[src/rtl/tmr_pkg.sv]
package tmr_pkg;
  localparam int NUM_TMR = 2;
  localparam int FLD_W   = 4;
  localparam int SEL_W   = 3;

  typedef enum logic [1:0] {
    MD_PRESCALE = 2'd0,
    MD_WIDE     = 2'd1,
    MD_RELOAD   = 2'd2,
    MD_SPLIT    = 2'd3
  } tmr_mode_e;

  typedef struct packed {
    logic      gate;
    logic      ext_sel;
    tmr_mode_e mode;
  } tmr_field_t;

  typedef enum logic [SEL_W-1:0] {
    SEL_LO0  = 3'd0,
    SEL_HI0  = 3'd1,
    SEL_LO1  = 3'd2,
    SEL_HI1  = 3'd3,
    SEL_MODE = 3'd4,
    SEL_CTRL = 3'd5
  } reg_sel_e;
endpackage

[src/rtl/tmr_step.sv]
module tmr_step
  import tmr_pkg::*;
#(
  parameter int CNT_W = 8,
  parameter int PRE_W = 5,
  parameter bit SPLIT = 1'b0
) (
  input  logic             tick,
  input  logic             run,
  input  logic             hi_run,
  input  tmr_mode_e        mode,
  input  logic [CNT_W-1:0] lo_q,
  input  logic [CNT_W-1:0] hi_q,
  output logic [CNT_W-1:0] lo_d,
  output logic [CNT_W-1:0] hi_d,
  output logic             wrap_own,
  output logic             wrap_lent
);
  localparam int PS_W   = CNT_W + PRE_W;
  localparam int WIDE_W = 2 * CNT_W;

  logic              step;
  logic              hi_step;
  logic [PS_W-1:0]   ps_cur;
  logic [PS_W-1:0]   ps_sum;
  logic [WIDE_W-1:0] wide_sum;
  logic [CNT_W-1:0]  lo_inc;
  logic [CNT_W-1:0]  hi_inc;

  assign step     = tick & run;
  assign hi_step  = tick & hi_run;
  assign ps_cur   = {hi_q, lo_q[PRE_W-1:0]};
  assign ps_sum   = ps_cur + PS_W'(1);
  assign wide_sum = {hi_q, lo_q} + WIDE_W'(1);
  assign lo_inc   = lo_q + CNT_W'(1);
  assign hi_inc   = hi_q + CNT_W'(1);

  always_comb begin
    lo_d      = lo_q;
    hi_d      = hi_q;
    wrap_own  = 1'b0;
    wrap_lent = 1'b0;
    unique case (mode)
      MD_PRESCALE: if (step) begin
        lo_d     = {lo_q[CNT_W-1:PRE_W], ps_sum[PRE_W-1:0]};
        hi_d     = ps_sum[PS_W-1:PRE_W];
        wrap_own = &ps_cur;
      end
      MD_WIDE: if (step) begin
        {hi_d, lo_d} = wide_sum;
        wrap_own     = &{hi_q, lo_q};
      end
      MD_RELOAD: if (step) begin
        if (&lo_q) begin
          lo_d     = hi_q;
          wrap_own = 1'b1;
        end else begin
          lo_d = lo_inc;
        end
      end
      MD_SPLIT: if (SPLIT) begin
        if (step) begin
          lo_d     = lo_inc;
          wrap_own = &lo_q;
        end
        if (hi_step) begin
          hi_d      = hi_inc;
          wrap_lent = &hi_q;
        end
      end
      default: ;
    endcase
  end
endmodule

[src/rtl/tmr_dual.sv]
module tmr_dual
  import tmr_pkg::*;
#(
  parameter int CNT_W = 8,
  parameter int PRE_W = 5
) (
  input  logic             clk,
  input  logic             rst_n,
  input  logic             tick,
  input  logic             wr_en,
  input  logic [SEL_W-1:0] wr_sel,
  input  logic [CNT_W-1:0] wr_data,
  input  logic [SEL_W-1:0] rd_sel,
  output logic [CNT_W-1:0] rd_data,
  input  logic [NUM_TMR-1:0] ovf_clr,
  output logic [NUM_TMR-1:0] ovf_flag
);
  localparam int MODE_W   = NUM_TMR * FLD_W;
  localparam int RUN_BASE = 4;

  logic [NUM_TMR-1:0][CNT_W-1:0] cnt_lo, cnt_hi, lo_nx, hi_nx;
  logic [MODE_W-1:0]             mode_r;
  logic [NUM_TMR-1:0]            run_r, flag_r;
  logic [NUM_TMR-1:0]            run_ok, wrap_own, wrap_lent, flag_set;
  logic [NUM_TMR-1:0]            lo_wr, hi_wr;
  logic                          ctrl_wr;
  logic [CNT_W-1:0]              ctrl_rd;

  assign ctrl_wr = wr_en && (wr_sel == SEL_CTRL);

  for (genvar g = 0; g < NUM_TMR; g++) begin : g_tmr
    tmr_field_t fld;
    assign fld       = mode_r[FLD_W*g +: FLD_W];
    assign run_ok[g] = run_r[g] & ~fld.gate & ~fld.ext_sel;
    assign lo_wr[g]  = wr_en && (wr_sel == SEL_W'(2*g));
    assign hi_wr[g]  = wr_en && (wr_sel == SEL_W'(2*g+1));
    // the split high half of a timer reports to the next timer's flag
    assign flag_set[g] = wrap_own[g] | wrap_lent[(g+NUM_TMR-1)%NUM_TMR];

    tmr_step #(.CNT_W(CNT_W), .PRE_W(PRE_W), .SPLIT(g == 0)) u_step (
      .tick     (tick),
      .run      (run_ok[g]),
      .hi_run   (run_r[(g+1)%NUM_TMR]),
      .mode     (fld.mode),
      .lo_q     (cnt_lo[g]),
      .hi_q     (cnt_hi[g]),
      .lo_d     (lo_nx[g]),
      .hi_d     (hi_nx[g]),
      .wrap_own (wrap_own[g]),
      .wrap_lent(wrap_lent[g])
    );

    // bus write beats the count step
    p_wr_wins_r10: assert property (@(posedge clk) disable iff (!rst_n)
      lo_wr[g] |=> cnt_lo[g] == $past(wr_data));
    // flag holds without a clear source
    p_sticky_r11: assert property (@(posedge clk) disable iff (!rst_n)
      flag_r[g] && !ctrl_wr && !ovf_clr[g] |=> flag_r[g]);
    p_clear_r11: assert property (@(posedge clk) disable iff (!rst_n)
      ovf_clr[g] && !ctrl_wr && !flag_set[g] |=> !flag_r[g]);
    // no tick and no write leaves the count alone
    p_hold_r3: assert property (@(posedge clk) disable iff (!rst_n)
      !tick && !wr_en |=> $stable(cnt_lo[g]) && $stable(cnt_hi[g]));
    // reload copies the old high byte and raises the flag
    p_reload_r6: assert property (@(posedge clk) disable iff (!rst_n)
      tick && run_ok[g] && fld.mode == MD_RELOAD && (&cnt_lo[g]) && !lo_wr[g]
      |=> cnt_lo[g] == $past(cnt_hi[g]) && flag_r[g]);
    if (g != 0) begin : g_frz
      // a non-split timer in mode 3 is frozen
      p_frozen_r9: assert property (@(posedge clk) disable iff (!rst_n)
        fld.mode == MD_SPLIT && !lo_wr[g] && !hi_wr[g]
        |=> $stable(cnt_lo[g]) && $stable(cnt_hi[g]));
    end
  end

  always_ff @(posedge clk or negedge rst_n) begin
    if (!rst_n) begin
      cnt_lo <= '0;
      cnt_hi <= '0;
      mode_r <= '0;
      run_r  <= '0;
      flag_r <= '0;
    end else begin
      if (wr_en && wr_sel == SEL_MODE) mode_r <= wr_data[MODE_W-1:0];
      for (int g = 0; g < NUM_TMR; g++) begin
        cnt_lo[g] <= lo_wr[g] ? wr_data : lo_nx[g];
        cnt_hi[g] <= hi_wr[g] ? wr_data : hi_nx[g];
        if (ctrl_wr) begin
          run_r[g]  <= wr_data[RUN_BASE + 2*g];
          flag_r[g] <= wr_data[RUN_BASE + 2*g + 1] | flag_set[g];
        end else begin
          flag_r[g] <= (flag_r[g] & ~ovf_clr[g]) | flag_set[g];
        end
      end
    end
  end

  always_comb begin
    ctrl_rd = '0;
    for (int g = 0; g < NUM_TMR; g++) begin
      ctrl_rd[RUN_BASE + 2*g]     = run_r[g];
      ctrl_rd[RUN_BASE + 2*g + 1] = flag_r[g];
    end
  end

  always_comb begin
    case (rd_sel)
      SEL_LO0:  rd_data = cnt_lo[0];
      SEL_HI0:  rd_data = cnt_hi[0];
      SEL_LO1:  rd_data = cnt_lo[1];
      SEL_HI1:  rd_data = cnt_hi[1];
      SEL_MODE: rd_data = CNT_W'(mode_r);
      SEL_CTRL: rd_data = ctrl_rd;
      default:  rd_data = '0;
    endcase
  end

  assign ovf_flag = flag_r;
endmodule

[config.mk]
export PLATFORM = sky130hd
export DESIGN_NAME = tmr_dual
export DESIGN_NICKNAME = d
export VERILOG_FILES = /design/src/rtl/tmr_pkg.sv /design/src/rtl/tmr_step.sv /design/src/rtl/tmr_dual.sv
export SDC_FILE = /design/constraint.sdc
export NUM_CORES = 1
export LEC_CHECK = 0
export BUFFER_PORTS_ARGS = -buffer_cell sky130_fd_sc_hd__buf_2
export CORE_MARGIN = 2
export CORE_UTILIZATION = 55
export DETAILED_ROUTE_END_ITERATION = 10
export HOLD_SLACK_MARGIN = 0.06
export MAX_ROUTING_LAYER = met4
export PLACE_DENSITY = 0.8
export SETUP_SLACK_MARGIN = 0.4
export SYNTH_ARGS = -nofsm -noshare
export SYNTH_HDL_FRONTEND = slang
export SYNTH_SLANG_ARGS = --single-unit
[constraint.sdc]
create_clock -name clk -period 6.54 [get_ports clk]
set_input_delay 1.962 -clock clk [delete_from_list [all_inputs] [get_ports clk]]
set_output_delay 1.962 -clock clk [all_outputs]
set_load 0.005 [all_outputs]
==> Implementation_results.wiki <==
{| class="wikitable"
! Metric !! Value
|-
| Slew @ Worst Pin || 1.03 ns
|-
| Count of buffers added by post-CTS timing repair for setup || 0
|-
| Flop2flop setup slack || 4.25 ns
|-
| Cell count after placement || 513
|-
| Number of cell instances on the worst register-to-register path || 7
|-
| Final antenna diode count || 0
|-
| Crit-path max cell delay || 0.42 ns
|-
| Post-synth cell types || 59
|-
| Startpoint of the worst hold path || mode_r[7]
|-
| Fraction of synthesis flops using an asynchronous set or reset pin || 100%
|-
| EDFF count, synth || 0
|-
| Cell Count, Final, Fillers Out || 520
|-
| Ordered list of cells on the worst path || buf_2, nor2b_1, a221oi_1, o32ai_1, buf_2
|-
| RSZ-0062 raised after global routing || no
|-
| Family with the most delay on the worst path || buffers and inverters
|-
| Cell type with the highest occurrence count on the critical path || buf_2
|-
| Wire length of the first global-routing pass || 16.6 mm
|-
| DIE HEIGHT || 84.0 µm
|-
| Type of element capturing the critical path || output port
|-
| Final setup viols || 0
|-
| Hold buffer count at cts || 0
|-
| Syn Std Cell Area || 3520 µm²
|-
| Area after DPL || 3660 µm²
|-
| Type of the tightest min-delay check || reg -> reg
|-
| Leakage || 1.45 nW
|-
| Adder-cell share of the synthesized area || 2.49%
|-
| Number of antenna violations at the first check in global routing || 0
|-
| Number of endpoints with negative hold slack in the final report || 0
|-
| Critical Path Start || rd_sel[1]
|-
| RR Startpoint || mode_r[4]
|-
| Final estimated routing congestion in global placement || 0.974
|-
| Skew-Pair Late Insertion Delay || 0.31 ns
|-
| Setup_tns || 0 ns
|-
| Clock H-tree levels || 2
|-
| Xor-xnor portion of the synthesized cell area || 4.72%
|-
| Post-detail-place hpwl || 7.56 mm
|-
| CTS tree || built
|-
| Max-slew headroom at the worst pin || 31.5%
|-
| Aggregate global-route resource usage || 29.9%
|-
| Share of the synthesized area in compound gates (AO/OA/AOI/OAI) || 24.6%
|-
| Layout Nets || 470
|-
| Number of core rows || 29
|-
| Number of port buffers || 29
|-
| Max-cap viol count || 0
|-
| Register bit total from synthesis || 44
|-
| Count of clock tree sinks || 44
|-
| Post-route cell area || 3740 µm²
|-
| Critical register-to-register path endpoint || cnt_lo[13]
|-
| Biggest fanout along the worst timing path || 20
|-
| Run status || complete, no violations
|-
| Post-Syn Nets || 462
|-
| Clock-pin slew on the worst setup and hold paths || 0.09 ns
|-
| Number of cells on the worst hold path || 1
|-
| Via-to-Cell Ratio || 6.80
|-
| Post-route DRC || 0
|-
| Mean cell area of the mapped netlist || 8.10 µm²
|-
| Post-route clock period utilization || 79.9%
|-
| Clock tree root buffer cell || clkbuf_8
|-
| Width of the die || 84.0 µm
|-
| Count of buffering cells on the critical path with inverters included || 2
|-
| Detailed-routing iteration count for the pre-antenna-repair pass || 5
|-
| Tmin final || 5.23 ns
|-
| Post-synthesis cell count || 435
|-
| Number of global-route vias before repair || 3298
|-
| Mux share of post-synthesis cell area || 6.93%
|-
| Clock Skew || 0.0164 ns
|-
| Post-cts sizing count || 0
|-
| Final slew viol count || 0
|-
| Proportion of layout cells with a drive suffix above 1 || 13.3%
|-
| Hold_ws || 0.572 ns
|-
| Largest family of logic cells by synthesized area || simple AND/OR/NAND/NOR gates
|-
| Setup CP Type || in -> out
|-
| Number of synthesis warnings || 0
|-
| Clock buffer count from CTS || 5
|-
| Most used flip-flop cell after synthesis || dfrtp_1
|-
| Share of synthesized cell area in and, or, nand and nor gates || 24.8%
|-
| Most frequent standard cell in the layout excluding fill and tap cells || dfrtp_1
|-
| Core area || 6280 µm²
|-
| Sink of the worst hold path || mode_r[7]
|-
| Power per cell area || 307 nW/µm²
|-
| Maximum number of pins on one net before global-route repair || 45
|-
| Number of ports placed on the die boundary || 30
|-
| GR Overflow Total || 0
|-
| Setup crit start kind || primary input
|-
| Average wire per standard cell || 19.7 µm
|-
| Number of antenna-violating nets in the routed design || 0
|-
| Worst Path Arrival || 3.27 ns
|-
| First-iteration detailed-routing DRC count || 311
|-
| Deepest clock path buffer count || 2
|-
| Total detailed-routing wirelength || 10.2 mm
|-
| Share of the yosys chip area belonging to registers || 31.3%
|-
| Routed vias || 3536
|-
| Fmax achieved || 191 MHz
|-
| VDD IR-drop max || 200 µV
|-
| Synth-to-Final Area Change || 6.25%
|-
| Highest-delay cell along the critical path || nor2b_1
|-
| Data required time of the worst path || 4.58 ns
|-
| Cell depth of the worst setup path || 5
|-
| Die area || 7060 µm²
|-
| Most frequent cells in the layout || dfrtp_1, nor2_1, nand2_1
|-
| Starting density of the core || 56.1%
|}
final cells by class:
class                           count  area (µm²)
Clock inverter                      2        12.5
Sequential cell                    44        1100
Tap cell                           77        96.3
Fill cell                         606        2530
Multi-Input combinational cell    347        2240
Clock buffer                        5        68.8
Inverter                           12        45.0
Timing Repair Buffer               33         175
stage by stage:
| stage | power (W) | setup slack (ns) | util (%) |
|---|---|---|---|
| finish | 0.00115 | 1.31 | 59.6 |
| global route | 0.00122 | 1.21 | 59.6 |
| CTS | 0.00114 | 1.35 | 59.6 |
| detailed placement | 0.000968 | 1.36 | 58.3 |
| global placement | 0.000947 | 1.40 | 58.3 |
| floorplan | 0.000827 | 1.57 | - |
kinds of logic (layout without fill, tap and decap cells):
family	after synthesis	in the layout
simple gates	162	162
xor+xnor	19	19
flops	44	44
buf+inv	44	52
mux	22	22
compound gates	137	137
fa+ha+maj	7	7
registers in the layout, summed over array words and instances, names as in the netlist:
register  flops
cnt_hi       16
cnt_lo       16
mode_r        8
ovf_flag      2
run_r         2
where the power goes:
group          internal, W  total (W)  switching [W]
sequential        0.000354   0.000535       0.000181
combinational     0.000202   0.000440       0.000238
clock            0.0000726   0.000173       0.000100
total             0.000628    0.00115       0.000519
cell usage after synthesis (4+ instances only):
cell,instances,area share [%]
a21oi_1,33,4.7
o31ai_1,4,0.85
o22ai_1,9,1.6
a221oi_1,4,0.99
clkbuf_1,21,2.2
nor2_1,41,4.4
a21o_1,4,0.85
buf_2,8,1.1
nor3_1,12,1.7
nor2b_1,7,1.2
xnor2_1,12,3.0
nor4_1,5,0.89
o21ai_0,35,5.0
and4_1,4,0.99
mux2_2,9,2.9
a22oi_1,6,1.3
mux2i_1,12,3.4
nand4_1,10,1.8
a31oi_1,12,2.1
inv_1,12,1.3
a211oi_1,6,1.3
nand3_1,20,2.8
nand2_1,38,4.0
ha_1,7,2.5
and3_1,5,0.89
xor2_1,7,1.7
dfrtp_1,44,31
per-layer routing:
metal  track usage, %  part of all wire [%]  vias up
met2             49.6                    51      133
met4             7.77                   1.8        0
met3             3.66                   6.4       21
li1                 -                     -     1643
met5                -                     0        -
met1             38.9                    41     1739
worst max path at each step:
stage | to | slack, ns
2_1_floorplan | rd_data[6] | 1.57
3_3_place_gp | rd_data[4] | 1.40
3_5_place_dp | rd_data[4] | 1.36
4_1_cts | rd_data[4] | 1.35
5_1_grt | rd_data[4] | 1.21
6_report | rd_data[4] | 1.31
Note: power is estimated with default switching activity, not from simulation.
